$ cat src/rtl/prot_seq_pkg.sv
// Shared types for the protection sequencer.
// Assumes: nothing; only types live here.
package prot_seq_pkg;
    // Sequencer states: switching, overload fault, pin lock-off.
    typedef enum logic [1:0] {
        PS_RUN   = 2'd0,
        PS_FAULT = 2'd1,
        PS_LOCK  = 2'd2
    } prot_state_t;
endpackage

$ cat src/rtl/ovl_timer.sv
// Overload timer. A period-end strobe that reports a clamped setpoint arms it,
// an unclamped one disarms and clears it, and a duty-limited one is skipped.
// While armed it counts clocks and flags expiry at OVL_CYCLES.
// Assumes: OVL_CYCLES >= 1; clr_i holds it idle outside the running state.
module ovl_timer #(
    parameter int unsigned OVL_CYCLES = 128000
) (
    input  logic clk,
    input  logic rst_n,
    input  logic clr_i,
    input  logic evt_i,
    input  logic clamp_i,
    input  logic duty_i,
    output logic expire_o
);
    localparam int unsigned CW = $clog2(OVL_CYCLES + 1);
    localparam logic [CW-1:0] LIM = CW'(OVL_CYCLES);

    logic          armed;
    logic [CW-1:0] cnt;

    // Arm, clear or advance the overload count.
    always_ff @(posedge clk) begin
        if (!rst_n || clr_i) begin
            armed <= 1'b0;
            cnt   <= '0;
        end else if (evt_i && !duty_i) begin
            armed <= clamp_i;
            if (!clamp_i) begin
                cnt <= '0;
            end else if (armed && cnt != LIM) begin
                cnt <= cnt + 1'b1;
            end
        end else if (armed && cnt != LIM) begin
            cnt <= cnt + 1'b1;
        end
    end

    // Expiry flag, read by the sequencer on the next edge.
    always_comb expire_o = armed && (cnt == LIM);
endmodule

$ cat src/rtl/hs_blanker.sv
// Hard-stop blanking. It counts clock edges since the gate pulse started and
// passes the over-current flag on only after BLANK_CYCLES edges.
// Assumes: BLANK_CYCLES >= 1; pulse_on_i falls between pulses.
module hs_blanker #(
    parameter int unsigned BLANK_CYCLES = 30
) (
    input  logic clk,
    input  logic rst_n,
    input  logic pulse_on_i,
    input  logic cs_over_i,
    output logic trip_o
);
    localparam int unsigned BW = $clog2(BLANK_CYCLES + 1);
    localparam logic [BW-1:0] LIM = BW'(BLANK_CYCLES);

    logic [BW-1:0] bcnt;

    // Time the pulse since its start, saturating at the blanking length.
    always_ff @(posedge clk) begin
        if (!rst_n || !pulse_on_i) begin
            bcnt <= '0;
        end else if (bcnt != LIM) begin
            bcnt <= bcnt + 1'b1;
        end
    end

    // Unblanked hard-stop request.
    always_comb trip_o = pulse_on_i && cs_over_i && (bcnt == LIM);
endmodule

$ cat src/rtl/ss_ramp.sv
// Stepped soft-start generator. The code rises from 0 to its top value, one
// step every STEP_CYCLES clocks, then holds. clr_i restarts it from 0.
// Assumes: STEP_CYCLES >= 1.
module ss_ramp #(
    parameter int unsigned CODE_W      = 4,
    parameter int unsigned STEP_CYCLES = 267
) (
    input  logic              clk,
    input  logic              rst_n,
    input  logic              clr_i,
    output logic [CODE_W-1:0] code_o,
    output logic              active_o
);
    localparam int unsigned TW = $clog2(STEP_CYCLES + 1);
    localparam logic [TW-1:0] TICK_LAST = TW'(STEP_CYCLES - 1);
    localparam logic [CODE_W-1:0] CODE_TOP = '1;

    logic [TW-1:0] tick;

    // Advance the step code on each completed step interval.
    always_ff @(posedge clk) begin
        if (!rst_n || clr_i) begin
            tick   <= '0;
            code_o <= '0;
        end else if (code_o != CODE_TOP) begin
            if (tick == TICK_LAST) begin
                tick   <= '0;
                code_o <= code_o + 1'b1;
            end else begin
                tick <= tick + 1'b1;
            end
        end
    end

    // Soft-start is in progress until the top code is reached.
    always_comb active_o = (code_o != CODE_TOP);
endmodule

$ cat src/rtl/ovl_prot_seq.sv
// Protection sequencer top. It merges the overload timer, the blanked hard
// stop and the two-sided latch pin into one switching permission. In the
// auto-recovery build it re-launches after a fixed wait. Pin lock-off and
// latched overload are released only by the supply reset.
// Assumes: inputs are synchronous to clk; REC_CYCLES >= 2.
module ovl_prot_seq
    import prot_seq_pkg::*;
#(
    parameter int unsigned OVL_CYCLES    = 128000,
    parameter int unsigned BLANK_CYCLES  = 30,
    parameter int unsigned REC_CYCLES    = 1000000,
    parameter int unsigned SS_STEP_CYCLES = 267,
    parameter int unsigned CODE_W        = 4,
    parameter bit          AUTO_RECOVER  = 1'b1
) (
    input  logic              clk,
    input  logic              rst_n,
    input  logic              cycle_end_i,
    input  logic              clamp_hit_i,
    input  logic              duty_end_i,
    input  logic              pulse_on_i,
    input  logic              cs_over_i,
    input  logic              pin_high_i,
    input  logic              pin_low_i,
    input  logic              sup_reset_i,
    output logic              drive_en_o,
    output logic              prot_o,
    output logic              restart_o,
    output logic [CODE_W-1:0] setpoint_o
);
    prot_state_t state, state_d;
    logic        ovl_expire;
    logic        hs_trip;
    logic        ss_active;
    logic        rec_done;
    logic        blk_clr;
    logic        restart_d;

    // Next state: supply reset wins, then pin lock, then fault sources.
    always_comb begin
        state_d   = state;
        restart_d = 1'b0;
        if (sup_reset_i) begin
            state_d = PS_RUN;
        end else begin
            case (state)
                PS_RUN: begin
                    if (pin_high_i || (pin_low_i && !ss_active)) begin
                        state_d = PS_LOCK;
                    end else if (hs_trip || ovl_expire) begin
                        state_d = PS_FAULT;
                    end
                end
                PS_FAULT: begin
                    if (rec_done) begin
                        state_d   = PS_RUN;
                        restart_d = 1'b1;
                    end
                end
                default: state_d = state;
            endcase
        end
    end

    // Hold the sub-blocks idle when not running or when leaving the run state.
    always_comb blk_clr = sup_reset_i || (state != PS_RUN) || (state_d != PS_RUN);

    // State and restart-request registers.
    always_ff @(posedge clk) begin
        if (!rst_n) begin
            state     <= PS_RUN;
            restart_o <= 1'b0;
        end else begin
            state     <= state_d;
            restart_o <= restart_d;
        end
    end

    // The recovery wait exists only in the auto-recovery build.
    generate
        if (AUTO_RECOVER) begin : g_auto
            localparam int unsigned RW = $clog2(REC_CYCLES + 1);
            localparam logic [RW-1:0] REC_LAST = RW'(REC_CYCLES - 1);
            logic [RW-1:0] rcnt;

            // Count clocks spent in overload protection.
            always_ff @(posedge clk) begin
                if (!rst_n || state != PS_FAULT) begin
                    rcnt <= '0;
                end else if (rcnt != REC_LAST) begin
                    rcnt <= rcnt + 1'b1;
                end
            end

            always_comb rec_done = (state == PS_FAULT) && (rcnt == REC_LAST);
        end else begin : g_latched
            always_comb rec_done = 1'b0;
        end
    endgenerate

    ovl_timer #(
        .OVL_CYCLES(OVL_CYCLES)
    ) u_timer (
        .clk      (clk),
        .rst_n    (rst_n),
        .clr_i    (blk_clr),
        .evt_i    (cycle_end_i),
        .clamp_i  (clamp_hit_i),
        .duty_i   (duty_end_i),
        .expire_o (ovl_expire)
    );

    hs_blanker #(
        .BLANK_CYCLES(BLANK_CYCLES)
    ) u_blank (
        .clk        (clk),
        .rst_n      (rst_n),
        .pulse_on_i (pulse_on_i),
        .cs_over_i  (cs_over_i),
        .trip_o     (hs_trip)
    );

    ss_ramp #(
        .CODE_W      (CODE_W),
        .STEP_CYCLES (SS_STEP_CYCLES)
    ) u_ramp (
        .clk      (clk),
        .rst_n    (rst_n),
        .clr_i    (blk_clr),
        .code_o   (setpoint_o),
        .active_o (ss_active)
    );

    // Output decode.
    always_comb begin
        drive_en_o = (state == PS_RUN);
        prot_o     = (state != PS_RUN);
    end
endmodule

$ cat config.mk
export PLATFORM = sky130hd
export DESIGN_NAME = ovl_prot_seq
export DESIGN_NICKNAME = d
export VERILOG_FILES = /design/src/rtl/prot_seq_pkg.sv /design/src/rtl/ovl_timer.sv /design/src/rtl/hs_blanker.sv /design/src/rtl/ss_ramp.sv /design/src/rtl/ovl_prot_seq.sv
export SDC_FILE = /design/constraint.sdc
export NUM_CORES = 1
export LEC_CHECK = 0
export BUFFER_PORTS_ARGS = -buffer_cell sky130_fd_sc_hd__buf_2
export CORE_UTILIZATION = 45
export DETAILED_ROUTE_END_ITERATION = 8
export PLACE_DENSITY = 0.72
export SLEW_MARGIN = 30
export SYNTH_ARGS = -nofsm -noshare
export SYNTH_HDL_FRONTEND = slang
export SYNTH_SLANG_ARGS = --single-unit
$ cat constraint.sdc
create_clock -name clk -period 2.2 [get_ports clk]
set_clock_uncertainty 0.2 [all_clocks]
set_input_delay 0.22 -clock clk [delete_from_list [all_inputs] [get_ports clk]]
set_output_delay 0.22 -clock clk [all_outputs]
set_load 0.05 [all_outputs]
-- After elaboration in Yosys (flattened, before gate mapping)
Index checks and enable logic that the tools add are counted.
- bits in registers: 59
- latch bits: 0
- memory bits (writable): 0
- bits in read-only memories: 0
- input bits: 10
- output and inout port bits: 7
- word-level logic and storage cells: 58
- memories kept: 0
- add/subtract/negate cells: 5
- multiply operators: 0
- div/mod/pow operators: 0
- magnitude comparators: 0
- equality and inequality tests: 10
- shift-type cells: 0
- muxes and demuxes: 10
- bitwise logic cells: 2
- reduce and logical (&&, ||, !) cells: 23
- operators by type and width (kind ; number):
    $mux W17 ; 3
    $add A20 B1 Y20 const B ; 1
    $eq A20 B20 Y1 const B ; 1
    $ne A20 B20 Y1 const B ; 1
    $add A17 B1 Y17 const B ; 1
    $eq A17 B17 Y1 const B ; 1
    $ne A17 B17 Y1 const B ; 1
    $add A9 B1 Y9 const B ; 1
    $eq A9 B9 Y1 const B ; 1
    $mux W9 ; 1
    $mux W2 ; 4
    $logic_and A1 B1 Y1 ; 7
    $logic_or A1 B1 Y1 ; 7
    $add A5 B1 Y5 const B ; 1
    $eq A5 B5 Y1 const B ; 1
    $ne A5 B5 Y1 const B ; 1
    $add A4 B1 Y4 const B ; 1
    $logic_not A1 Y1 ; 4
    $ne A4 B4 Y1 const B ; 1
    $pmux W2 S2 ; 1
    $reduce_bool A2 Y1 ; 2
    $reduce_or A3 Y1 ; 1
    $eq A2 B1 Y1 const B ; 1
    $logic_not A2 Y1 ; 1
    4 further kinds ; 5

-- Longest topological paths before layout
Gate-level depths: netlist of run 1.
- depth after elaboration: 10
- gate-level depth with buffers: 8
- depth with buffers taken out: 6

-- By module
A second synthesis of run 1 with hierarchy kept.
- cells, all modules: 314
- area total of the unflattened synthesis: 2862.7 um2
- by module, submodules not included (module ; times used ; cells each ; area each (um2)):
    ovl_prot_seq ; 1 ; 125 ; 1108.6
    ovl_timer ; 1 ; 98 ; 888.4
    ss_ramp ; 1 ; 65 ; 614.3
    hs_blanker ; 1 ; 26 ; 251.5

-- Worst setup path before layout of run 1
Ideal clock, no wire load.
- path kind: reg-to-reg
- from: register state[0]
- to: register u_timer.cnt[11]
- library setup time: 0.064 ns
- data arrival time: 2.117 ns
- path slack: -0.182 ns
- cell stages (with the launch flop): 7
- buffers on the path: 2
- clock period less this slack: 2.382 ns
- cell sequence: dfxtp_1 > nor2_1 > nand3_1 > a2111o_1 > buf_6 > buf_6 > nor2_1
- elaborated cells between the ends (all ways): 13
- RTL lines (item ; line ; RTL):
    start: declaration ; ovl_prot_seq.sv:31 ; prot_state_t state, state_d;
    start signal: assignment ; ovl_prot_seq.sv:74 ; state <= state_d;
    $logic_not A2 Y1 ; n/a ;
    net drive_en_o ; ovl_prot_seq.sv:26 ; output logic drive_en_o,
    $pmux W2 S2 ; ovl_prot_seq.sv:46 ; case (state)
    $mux W2 ; ovl_prot_seq.sv:43 ; if (sup_reset_i) begin
    $reduce_bool A2 Y1 ; ovl_prot_seq.sv:66 ; always_comb blk_clr = sup_reset_i || (state != PS_RUN) || (state_d != PS_RUN);
    $logic_or A1 B1 Y1 ; ovl_prot_seq.sv:66 ;
    $logic_or A1 B1 Y1 ; ovl_timer.sv:24 ; if (!rst_n || clr_i) begin
    end signal: assignment ; ovl_timer.sv:32 ; cnt <= cnt + 1'b1;
    end signal: assignment ; ovl_timer.sv:35 ; cnt <= cnt + 1'b1;
    end: declaration ; ovl_timer.sv:20 ; logic [CW-1:0] cnt;
The timed path passes the listed nets, and every way through them passes these cells.
A chain may end at the register's enable or synchronous reset.

-- Final worst setup path of run 1
- from: register g_auto.rcnt[0]
- to: register g_auto.rcnt[18]
- cells in the longest elaborated chain, start to end: 1
- elaborated cells between the ends (all ways): 2
- ends and longest elaborated chain (item ; line ; RTL):
    start: declaration ; ovl_prot_seq.sv:84 ; logic [RW-1:0] rcnt;
    start signal: assignment ; ovl_prot_seq.sv:91 ; rcnt <= rcnt + 1'b1;
    $add A20 B1 Y20 or $ne A20 B20 Y1 (tied branches) ; ovl_prot_seq.sv:91, ovl_prot_seq.sv:90 ;
Parallel ways exist; a longest one is shown, timed or not.

==> reports/qor.csv, run 1 <==
metric;value;unit
DR vias/cell;5.517;
Worst EP required;2250;ps
post-synthesis sequential area ratio;40.94;%
mux contribution to synthesized area;0.3469;%
worst hold endpoint;state[1];
post-route clock period utilization;94.59;%
clock latency on the worst-skew pair;340;ps
Post-Synth Adder-Cell Area;3.469;%
R2R setup slack;120;ps
Vias;2477;
most frequent cells after synthesis;dfxtp_1 (59), nor2_1 (36), nand2_1 (26), a21oi_1 (22);
largest net degree at the start of global routing;17;
Slowest-stage cell, CP;or4_4;
CP top delay family;simple AND/OR/NAND/NOR gates;
hpwl dp;4120;um
largest family of logic cells by synthesized area;simple AND/OR/NAND/NOR gates;
Tightest Pin Transition;667.7;ps
GPL Wtd Cong;0.8550;
Detailed Route WL;5842;um
Startpoint Class;register;
Top FF cell, synth;dfxtp_1;
diode count;0;
Port Buffers;16;
Post-CTS Setup Repair Bufs;0;
Reg clk slew, reported paths;70;ps
cell with the most instances after synthesis;dfxtp_1;
Max-Cap Viols;0;
setup total negative slack;0;ps
global-route wire length before repair;10040;um
Finished Layout Cells;449;
Async SR Flop Fraction;0;%
RSZ-0062 raised after global routing;no;
met3 WL;180;um
Clock H-tree levels;3;
Ys Warns;0;
Worst VDD drop;0.3955;mV
Hold Crit Depth;4;
CTS sink cnt;59;
Placed Cells incl. Taps;430;
Mapped Area;2885;um^2
Critical path buffers and inverters;0;
Power Dens Cells;710.5;nW/um^2
crit-path max cell delay;550;ps
Synthesized Nets;352;
FF+latch count, synth;59;
antenna violations before repair;0;
Synth Area in XOR/XNOR;8.803;%
Detail Route Antenna Nets;0;
Starting Density;47.61;%
Site Rows;28;
Clock Tree Buf Depth;2;
total grt overflow;0;
R2R Path Start;g_auto.rcnt[0];
Crit path depth;5;
fin crit period;2081;ps
Die Span X;82.08;um
Synth Area in Simple Gates;31.14;%
DRT met1 WL;2764;um
vias in the first global route;2266;
root buffer cell;clkbuf_8;
1st-iter DRT viols;116;
status;complete, no violations;
met2 routed wirelength;2795;um
Pleak;0.001103;uW
nets;387;
EDFF count, synth;0;
GR Util All Layers;19.56;%
Area Overhead vs Synth;18.65;%
Final Setup Violations;0;
max frequency;480.5;MHz
Mapped Cells;334;
Worst Hold Launch;pin_high_i;
final-report hold violation count;0;
CORE AREA;6061;um^2
die area;6736;um^2
share of layout cells above drive strength 1;15.51;%
DR WL/cell;13.01;um
reg-to-reg critical path endpoint;g_auto.rcnt[18];
critical path endpoint category;register;
top layer in use;met4;
CTS buffer count;9;
critical path class;register to register;
hold crit path type;primary input to register;
Distinct cells, synth;44;
synthesized area per cell;8.639;um^2
Yosys top cell by area;dfxtp_1;
share of the synthesized area in the top cell type;40.94;%
top area cells in the synthesized netlist;dfxtp_1 (41%), xnor2_1 (6.1%), nor2_1 (4.7%);
final slew viol count;0;
Initial DRT Pass Iterations;4;
height of the die;82.08;um
CP Cell Sequence;ha_1 > nand3_1 > or4_4 > or3_1 > a21oi_1;
Rel. slew slack;55.35;%
io pins;17;
area fraction in compound gates after synthesis;11.71;%
WP data arrival;2140;ps
Critical Path Fanout Max;8;
CTS tree;done;
drt drc;0;
cell count of the worst reg-to-reg path;5;
-- metal layers --
| metal | GRT usage (%) | vias to the layer above |
|---|---|---|
| met4 | 7.719 | 0 |
| met1 | 23.46 | 1150 |
| li1 | - | 1288 |
| met3 | 6.000 | 11 |
| met5 | 0 | - |
| met2 | 32.40 | 28 |
-- repair_timing --
action | CTS | global route
endpoints found under the setup margin | 0 | 24
resized for setup | 0 | 4
hold buffers | 3 | 0
hold endpoints to repair | 3 | 0
-- stage by stage --
| stage | area (um^2) | total power [uW] | worst slack [ps] | utilization, % | hold slack [ps] |
|---|---|---|---|---|---|
| floorplan | 2890 | 1131 | 92.64 | - | 99.31 |
| global placement | 3107 | 1146 | 69.56 | 51.26 | 227.8 |
| detailed placement | 3107 | 1148 | 74.13 | 51.26 | 231.3 |
| CTS | 3401 | 2453 | 50.45 | 56.11 | 29.15 |
| global route | 3423 | 2505 | 18.55 | 56.48 | 29.79 |
| finish | 3423 | 2432 | 118.9 | 56.48 | 31.49 |
-- how the worst max path moves through the flow --
stage	to	slack, ps	from
2_1_floorplan	u_timer.cnt[11]	90	u_ramp.code_o[0]
3_3_place_gp	u_timer.cnt[2]	70	u_ramp.code_o[0]
3_5_place_dp	g_auto.rcnt[18]	70	g_auto.rcnt[0]
4_1_cts	g_auto.rcnt[18]	50	g_auto.rcnt[0]
5_1_grt	g_auto.rcnt[18]	20	g_auto.rcnt[0]
6_report	g_auto.rcnt[18]	120	g_auto.rcnt[0]
-- cell type report --
type	count	area [um^2]
fill	555	2638
multi-input combinational	255	1625
sequential	59	1184
timing repair buffer	33	215.2
clock inverter	7	140.1
clock buffer	9	123.9
tap	75	93.84
inverter	11	41.29
-- power by group --
| group | switching [uW] | internal, uW |
|---|---|---|
| sequential | 4.61 | 1070 |
| clock | 440 | 864 |
| combinational | 29.8 | 22.2 |
| total | 474 | 1960 |
-- worst register-to-register path: stages, from the launching register on --
cell and delay (ps):
dfxtp_1 390, ha_1 220, nand3_1 140, or4_4 550
or3_1 360, a21oi_1 140
-- cell families after synthesis --
logic type / after synthesis
adder cells (fa/ha/maj): 8
XOR/XNOR: 29
AO/OA/AOI/OAI: 56
AND/OR/NAND/NOR: 161
multiplexers: 1
flip-flops: 59
buffers and inverters: 20
-- flip-flops by register name (all words and copies together) (netlist names) --
name	cells
g_auto.rcnt	20
restart_o	1
state	2
u_blank.bcnt	5
u_ramp.code_o	4
u_ramp.tick	9
u_timer.armed	1
u_timer.cnt	17
-- placed cells by master (no fill, tap or decap), drive strengths merged, types with 2 or more instances in the layout --
cell type / Yosys / final
a211oi: 3 / 3
a21oi: 22 / 22
a31oi: 5 / 5
and2: 4 / 4
and3: 4 / 4
and3b: 2 / 2
and4: 3 / 3
buf: 6 / 30
bufinv: 0 / 4
clkbuf: 3 / 9
clkinvlp: 0 / 2
dfxtp: 59 / 59
dlygate4sd3: 0 / 3
ha: 8 / 8
inv: 11 / 11
nand2: 26 / 26
nand2b: 2 / 2
nand3: 20 / 20
nand4: 16 / 16
nand4b: 3 / 3
nor2: 36 / 36
nor3: 7 / 7
nor4: 7 / 7
nor4b: 8 / 8
o21a: 2 / 2
o21ai: 17 / 17
or3: 12 / 12
or4: 6 / 6
xnor2: 20 / 20
xor2: 9 / 9
No activity file was read; power rests on OpenSTA's default activity.
==> inputs of run 2 (changes only) <==
ABC_AREA = 1   (was unset)
==> run 2 against run 1 <==
Non-clock buffer count fell by 10. Die area rose by 21%. Fmax rose by 2.7%. Largest power group is now registers.
==> reports/qor.csv, run 2 <==
metric;value;unit;change
die area;8173;um^2;+21%
DR vias/cell;5.086;;-7.8%
commonest non-fill, non-tap cell in the layout;nand2_1;;
nets;564;;+46%
Async SR Flop Fraction;0;%;unchanged
sequential cell area;1181;um^2;-0.21%
Detail Route Antenna Nets;0;;unchanged
Clock H-tree levels;3;;unchanged
Vias;3306;;+33%
EDFF count, synth;0;;unchanged
Finished Layout Cells;650;;+45%
io pins;17;;unchanged
CTS buffer count;9;;unchanged
final slew viol count;0;;unchanged
status;complete, no violations;;
Reg clk slew, reported paths;70;ps;about the same
Starting Density;47.48;%;-0.13 points
post-layout util;52.85;%;-3.6 points
height of the die;90.41;um;+10%
CTS sink cnt;59;;unchanged
clock latency on the worst-skew pair;340;ps;about the same
Mapped Cells;522;;+56%
drt drc;0;;unchanged
Placed Cells incl. Taps;632;;+47%
Startpoint Class;register;;
net switching power;481.6;uW;+1.5%
share of layout cells above drive strength 1;14.88;%;-0.63 points
Regs by FF count;g_auto.rcnt: 20 flops, u_timer.cnt: 17 flops, u_ramp.tick: 9 flops;;
Rel. slew slack;69.74;%;+14 points
max FFs per register;20;;unchanged
final-report hold violation count;0;;unchanged
Site Rows;31;;+11%
leading cell types in the layout, fill and taps excluded;nand2_1 (132), nor2_1 (68), inv_1 (63);;
max frequency;493.7;MHz;+2.7%
antenna violations before repair;0;;unchanged
Reg with most FFs;g_auto.rcnt;;
Yosys top cell by area;dfxtp_1;;
cell with the most instances after synthesis;nand2_1;;
Max-Cap Viols;0;;unchanged
hold crit path type;primary input to register;;
Clock Tree Buf Depth;2;;unchanged
RSZ-0062 raised after global routing;no;;
post_cts resized;0;;unchanged
Tightest Pin Transition;453.5;ps;-214.2 ps
largest net degree at the start of global routing;25;;+8
Worst EP required;2240;ps;about the same
hpwl dp;5596;um;+36%
Port Buffers;16;;unchanged
root buffer cell;clkbuf_8;;
Initial DRT Pass Iterations;4;;unchanged
diode count;0;;unchanged
Power Dens Cells;543.4;nW/um^2;-24%
GR Util All Layers;19.86;%;+0.30 points
post-route clock period utilization;92.08;%;-2.5 points
Worst VDD drop;0.5723;mV;+45%
Internal;1646;uW;-16%
most frequent cells after synthesis;nand2_1 (132), nor2_1 (68), inv_1 (63), dfxtp_1 (59), nand3_1 (32);;
DR WL/cell;11.78;um;-9.5%
Critical Path Fanout Max;7;;-1
CP Cell Sequence;ha_1 > nand2_2 > nor2_4 > nand2_1 > nor2_1 > nand4_1 > nand2_1 > nand2_1 > nand2_1 > nor2_1;;
Die Span X;90.41;um;+10%
1st-iter DRT viols;169;;+46%
total grt overflow;0;;unchanged
fillers;724;;+30%
footprint of the multi-input gates;2018;um^2;+24%
Distinct cells, synth;33;;-25%
FF+latch count, synth;59;;unchanged
Slowest-stage cell, CP;dfxtp_1;;
vias in the first global route;3146;;+39%
CP top delay family;simple AND/OR/NAND/NOR gates;;
Top FF cell, synth;dfxtp_1;;
crit-path max cell delay;430;ps;-120 ps
Seq pwr share;50.6;%;+6.4 points
Area Overhead vs Synth;11.31;%;
Pleak;0.001400;uW;+27%
GPL Wtd Cong;0.8572;;+0.26%
Detailed Route WL;7654;um;+31%
global-route wire length before repair;13320;um;+33%
Clk pwr share;45.9;%;-7.7 points
Combinational Power Share;3.5;%;+1.4 points
fin crit period;2026;ps;-55.36 ps
CTS tree;done;;
critical path class;register to register;;
setup total negative slack;0;ps;unchanged
Mapped Area;3517;um^2;+22%
WP data arrival;2070;ps;-70 ps
Most common cell on crit path;nand2_1;;
post-synthesis sequential area ratio;33.58;%;-7.4 points
Critical path buffers and inverters;0;;unchanged
critical path endpoint category;register;;
CORE AREA;7408;um^2;+22%
Synthesized Nets;540;;+53%
Ys Warns;0;;unchanged
switching part of the total power;22.64;%;+3.1 points
share of the synthesized area in the top cell type;33.58;%;-7.4 points
Final Setup Violations;0;;unchanged
synthesized area per cell;6.738;um^2;-22%
top area cells in the synthesized netlist;dfxtp_1 (34%), nand2_1 (14%), nor2_1 (7.3%);;
run 2: changes by cell type in the layout (fill, tap and decap cells not counted), moves of 7 or more:
cell / before / now
nand2_1: 26 / 132
inv_1: 11 / 63
nor2_1: 35 / 68
nor2_2: 1 / 24
o211ai_1: 0 / 17
nand3_1: 19 / 32
or3_1: 12 / 0
buf_4: 14 / 4
xnor2_1: 20 / 10
nor4b_1: 7 / 0
run 2: cell families (layout without fill, tap and decap cells):
family,after synthesis,count (layout),synth area share [%]
multiplexers,1,1,0.3201
buffers and inverters,76,105,9.036
AO/OA/AOI/OAI,57,57,9.605
flip-flops,59,59,33.58
AND/OR/NAND/NOR,301,301,39.63
XOR/XNOR,20,20,4.980
adder cells (fa/ha/maj),8,8,2.846
run 2: final cells by class:
cell class              count  area share, %
well taps                  99          3.164
inverters                  66          6.328
multi-input cells         387          51.55
clock buffers              11          3.611
clock inverters             5          1.342
repair buffers             23          3.835
flip-flops and latches     59          30.17
run 2: worst reg2reg max path: stages, from the launching register on:
cell and delay [ps]:
dfxtp_1 430, ha_1 230, nand2_2 80, nor2_4 150
nand2_1 100, nor2_1 110, nand4_1 280, nand2_1 190
nand2_1 60, nand2_1 60, nor2_1 40
run 2: per-layer routing:
metal  track usage, %  wire length (um)
met3            4.040               217
met5                0                 0
met4            8.199               119
met2            35.88              3833
met1            22.66              3484
run 2: metrics by stage:
stage                     hold WS [ps]  area, um^2  setup WS [ps]  total power [uW]
after global routing             40.61        3915          10.43              2214
after detailed placement         227.1        3701          192.5              1172
final                            22.39        3915          174.3              2127
after floorplan                  99.31        3517          122.4              1151
after global placement           233.5        3701          246.2              1171
after CTS                        19.82        3915          188.2              2155
run 2: power by group through the flow:
stage / Combinational [uW] / Clock [uW] / Sequential [uW]
floorplan: 51.5 / 0 / 1100
global placement: 70.2 / 0 / 1100
detailed placement: 71.6 / 0 / 1100
CTS: 74.5 / 1000 / 1080
global route: 81.2 / 1060 / 1080
finish: 73.8 / 977 / 1080
run 2: worst paths after layout:
check	from	slack [ps]	cells after the start	end
worst max-delay path	g_auto.rcnt[0]	170	10	g_auto.rcnt[10]
worst min-delay path	pulse_on_i	20	3	u_blank.bcnt[3]
worst max register to register	g_auto.rcnt[0]	170	10	g_auto.rcnt[10]
worst min register to register	g_auto.rcnt[19]	290	2	g_auto.rcnt[19]
run 2: timing repair:
item,in CTS,in global routing
buffers inserted,0,0
hold endpoints to repair,3,0
hold buffers,2,0
==> inputs of run 3 (changes only) <==
CORE_UTILIZATION = 30   (was 45)
PLACE_DENSITY = 0.55   (was 0.72)
RECOVER_POWER = 100   (was unset)
==> run 3 against run 2 <==
Via count down 2.1%. Utilization fell by 17 points. Fmax is 4.4% higher. Final area rose by 4.1%.
==> reports/qor.csv, run 3 (synthesis results as in run 2) <==
metric;value;unit;change
status;complete, no violations;;
max FFs per register;20;;unchanged
setup total negative slack;0;ps;unchanged
Area Overhead vs Synth;15.90;%;
Finished Layout Cells;698;;+7.4%
1st-iter DRT viols;111;;-34%
Slowest-stage cell, CP;dfxtp_1;;
R2R Path Start;u_ramp.code_o[1];;
final slew viol count;0;;unchanged
Die Span X;110.3;um;+22%
hpwl dp;5947;um;+6.3%
Critical Path Fanout Max;23;;+16
RSZ-0062 raised after global routing;no;;
post_cts resized;0;;unchanged
Internal;2149;uW;+31%
R2R setup slack;260;ps;+90 ps
diode count;0;;unchanged
CTS tree;done;;
post-route clock period utilization;88.20;%;-3.9 points
Detailed Route WL;8232;um;+7.6%
Design Area, Final;4076;um^2;+4.1%
crit-path max cell delay;360;ps;-70 ps
Critical path origin;u_ramp.code_o[1];;
hold crit path type;primary input to register;;
CP Cell Sequence;ha_1 > nand3_4 > inv_1 > nand2_2 > nand3_2 > inv_1 > nand2_2 > nand3_4 > buf_12 > nor2_1;;
fin crit period;1940;ps;-85.36 ps
Final Hold Slack;13.04;ps;-9.354 ps
global-route wire length before repair;14330;um;+7.6%
switching part of the total power;20.25;%;-2.4 points
Worst Hold Launch;pin_low_i;;
nets;568;;+0.71%
Vias;3236;;-2.1%
DR vias/cell;4.636;;-8.8%
die area;12160;um^2;+49%
Worst VDD drop;0.3629;mV;-37%
crit path to;u_ramp.tick[7];;
drt drc;0;;unchanged
total grt overflow;0;;unchanged
root buffer cell;clkbuf_16;;
Final Setup Violations;0;;unchanged
largest net degree at the start of global routing;24;;-4.0%
net switching power;545.4;uW;+13%
commonest non-fill, non-tap cell in the layout;nand2_1;;
io pins;17;;unchanged
Tightest Pin Transition;643.2;ps;+189.7 ps
CTS buffer count;9;;unchanged
Pleak;0.001446;uW;+3.3%
dpl cell area;3786;um^2;+2.3%
max frequency;515.4;MHz;+4.4%
Regs by FF count;g_auto.rcnt: 20 flops, u_timer.cnt: 17 flops, u_ramp.tick: 9 flops;;
Reg clk slew, reported paths;60;ps;about the same
clock latency on the worst-skew pair;330;ps;about the same
CTS sink cnt;59;;unchanged
share of layout cells above drive strength 1;11.17;%;-3.7 points
Clock H-tree levels;3;;unchanged
Power Dens Cells;660.9;nW/um^2;+22%
Starting Density;30.80;%;-17 points
WP data arrival;2000;ps;-70 ps
Combinational Power Share;2.6;%;-0.9 points
fillers;1255;;+73%
reg-to-reg critical path endpoint;u_ramp.tick[7];;
antenna violations before repair;0;;unchanged
post-layout util;35.70;%;-17 points
Placed Cells incl. Taps;680;;+7.6%
Clock Tree Buf Depth;2;;unchanged
CORE AREA;11420;um^2;+54%
leading cell types in the layout, fill and taps excluded;nand2_1 (133), nor2_1 (81), inv_1 (64);;
cell count of the worst reg-to-reg path;10;;unchanged
GPL Wtd Cong;0.8301;;-3.2%
Reg with most FFs;g_auto.rcnt;;
DR WL/cell;11.79;um;+0.16%
Seq pwr share;40.0;%;-11 points
Rel. slew slack;57.31;%;-12 points
critical path class;register to register;;
Initial DRT Pass Iterations;4;;unchanged
Detail Route Antenna Nets;0;;unchanged
Port Buffers;16;;unchanged
Max-Cap Viols;0;;unchanged
height of the die;110.3;um;+22%
Worst EP required;2260;ps;+20 ps
critical path endpoint category;register;;
final-report hold violation count;0;;unchanged
GR Util All Layers;15.16;%;-4.7 points
Startpoint Class;register;;
Clk pwr share;57.3;%;+11 points
vias in the first global route;3182;;+1.1%
Site Rows;39;;+26%
-- run 3: cell count changes in the layout (fill, tap and decap cells not counted), sizes merged --
cell / change
clkbuf: +10
buf: -4
clkinv: -2
bufinv: +1
dlygate4sd3: -1
-- run 3: worst min path at each step --
stage,end,slack (ps),cells after the start
floorplan,restart_o,100,1
global placement,restart_o,230,2
detailed placement,restart_o,230,2
CTS,state[1],20,3
global route,state[1],40,3
finish,state[1],10,3
-- run 3: worst max-delay path: cells and delay by family (launching register included) --
kind                     cells  cell delay (ps)
flip-flops                   1              360
adder cells (fa/ha/maj)      1              250
buffers and inverters        3              420
AND/OR/NAND/NOR              6              610
-- run 3: layout make-up --
type                       count  area (um^2)  share of cell area, %
sequential                    59         1181                  28.97
inverter                      66        247.7                  6.077
clock inverter                 4        72.57                  1.780
timing repair buffer          27        161.4                  3.959
clock buffer                  12        256.5                  6.292
tap                          143        178.9                  4.389
multi-input combinational    387         1978                  48.53
-- run 3: power by group through the flow --
stage	Sequential [uW]	Combinational, uW	Clock (uW)
after floorplan	1100	51.5	0
after detailed placement	1100	72.5	0
after CTS	1080	74.1	1580
final	1080	71.1	1540
after global placement	1100	71.2	0
after global routing	1080	78.7	1630
-- run 3: through the flow --
| step | total power (uW) | setup WS, ps |
|---|---|---|
| after floorplan | 1151 | 122.4 |
| after global placement | 1172 | 265.0 |
| after detailed placement | 1173 | 256.2 |
| after CTS | 2730 | 199.2 |
| after global routing | 2787 | 24.22 |
| final | 2694 | 259.7 |
-- run 3: layer usage --
metal | GRT usage, % | vias up | share of wire [%]
li1 | - | 1733 | -
met1 | 17.85 | 1442 | 46
met2 | 26.44 | 50 | 49
met3 | 2.881 | 11 | 2.9
met4 | 7.049 | 0 | 1.8
met5 | 0 | - | 0
-- run 3: timing repair --
| action | in CTS | in global routing |
|---|---|---|
| hold buffers | 1 | 0 |
| hold endpoints to repair | 1 | 0 |
| setup endpoints to repair | 0 | 1 |
| setup buffers | 0 | 1 |
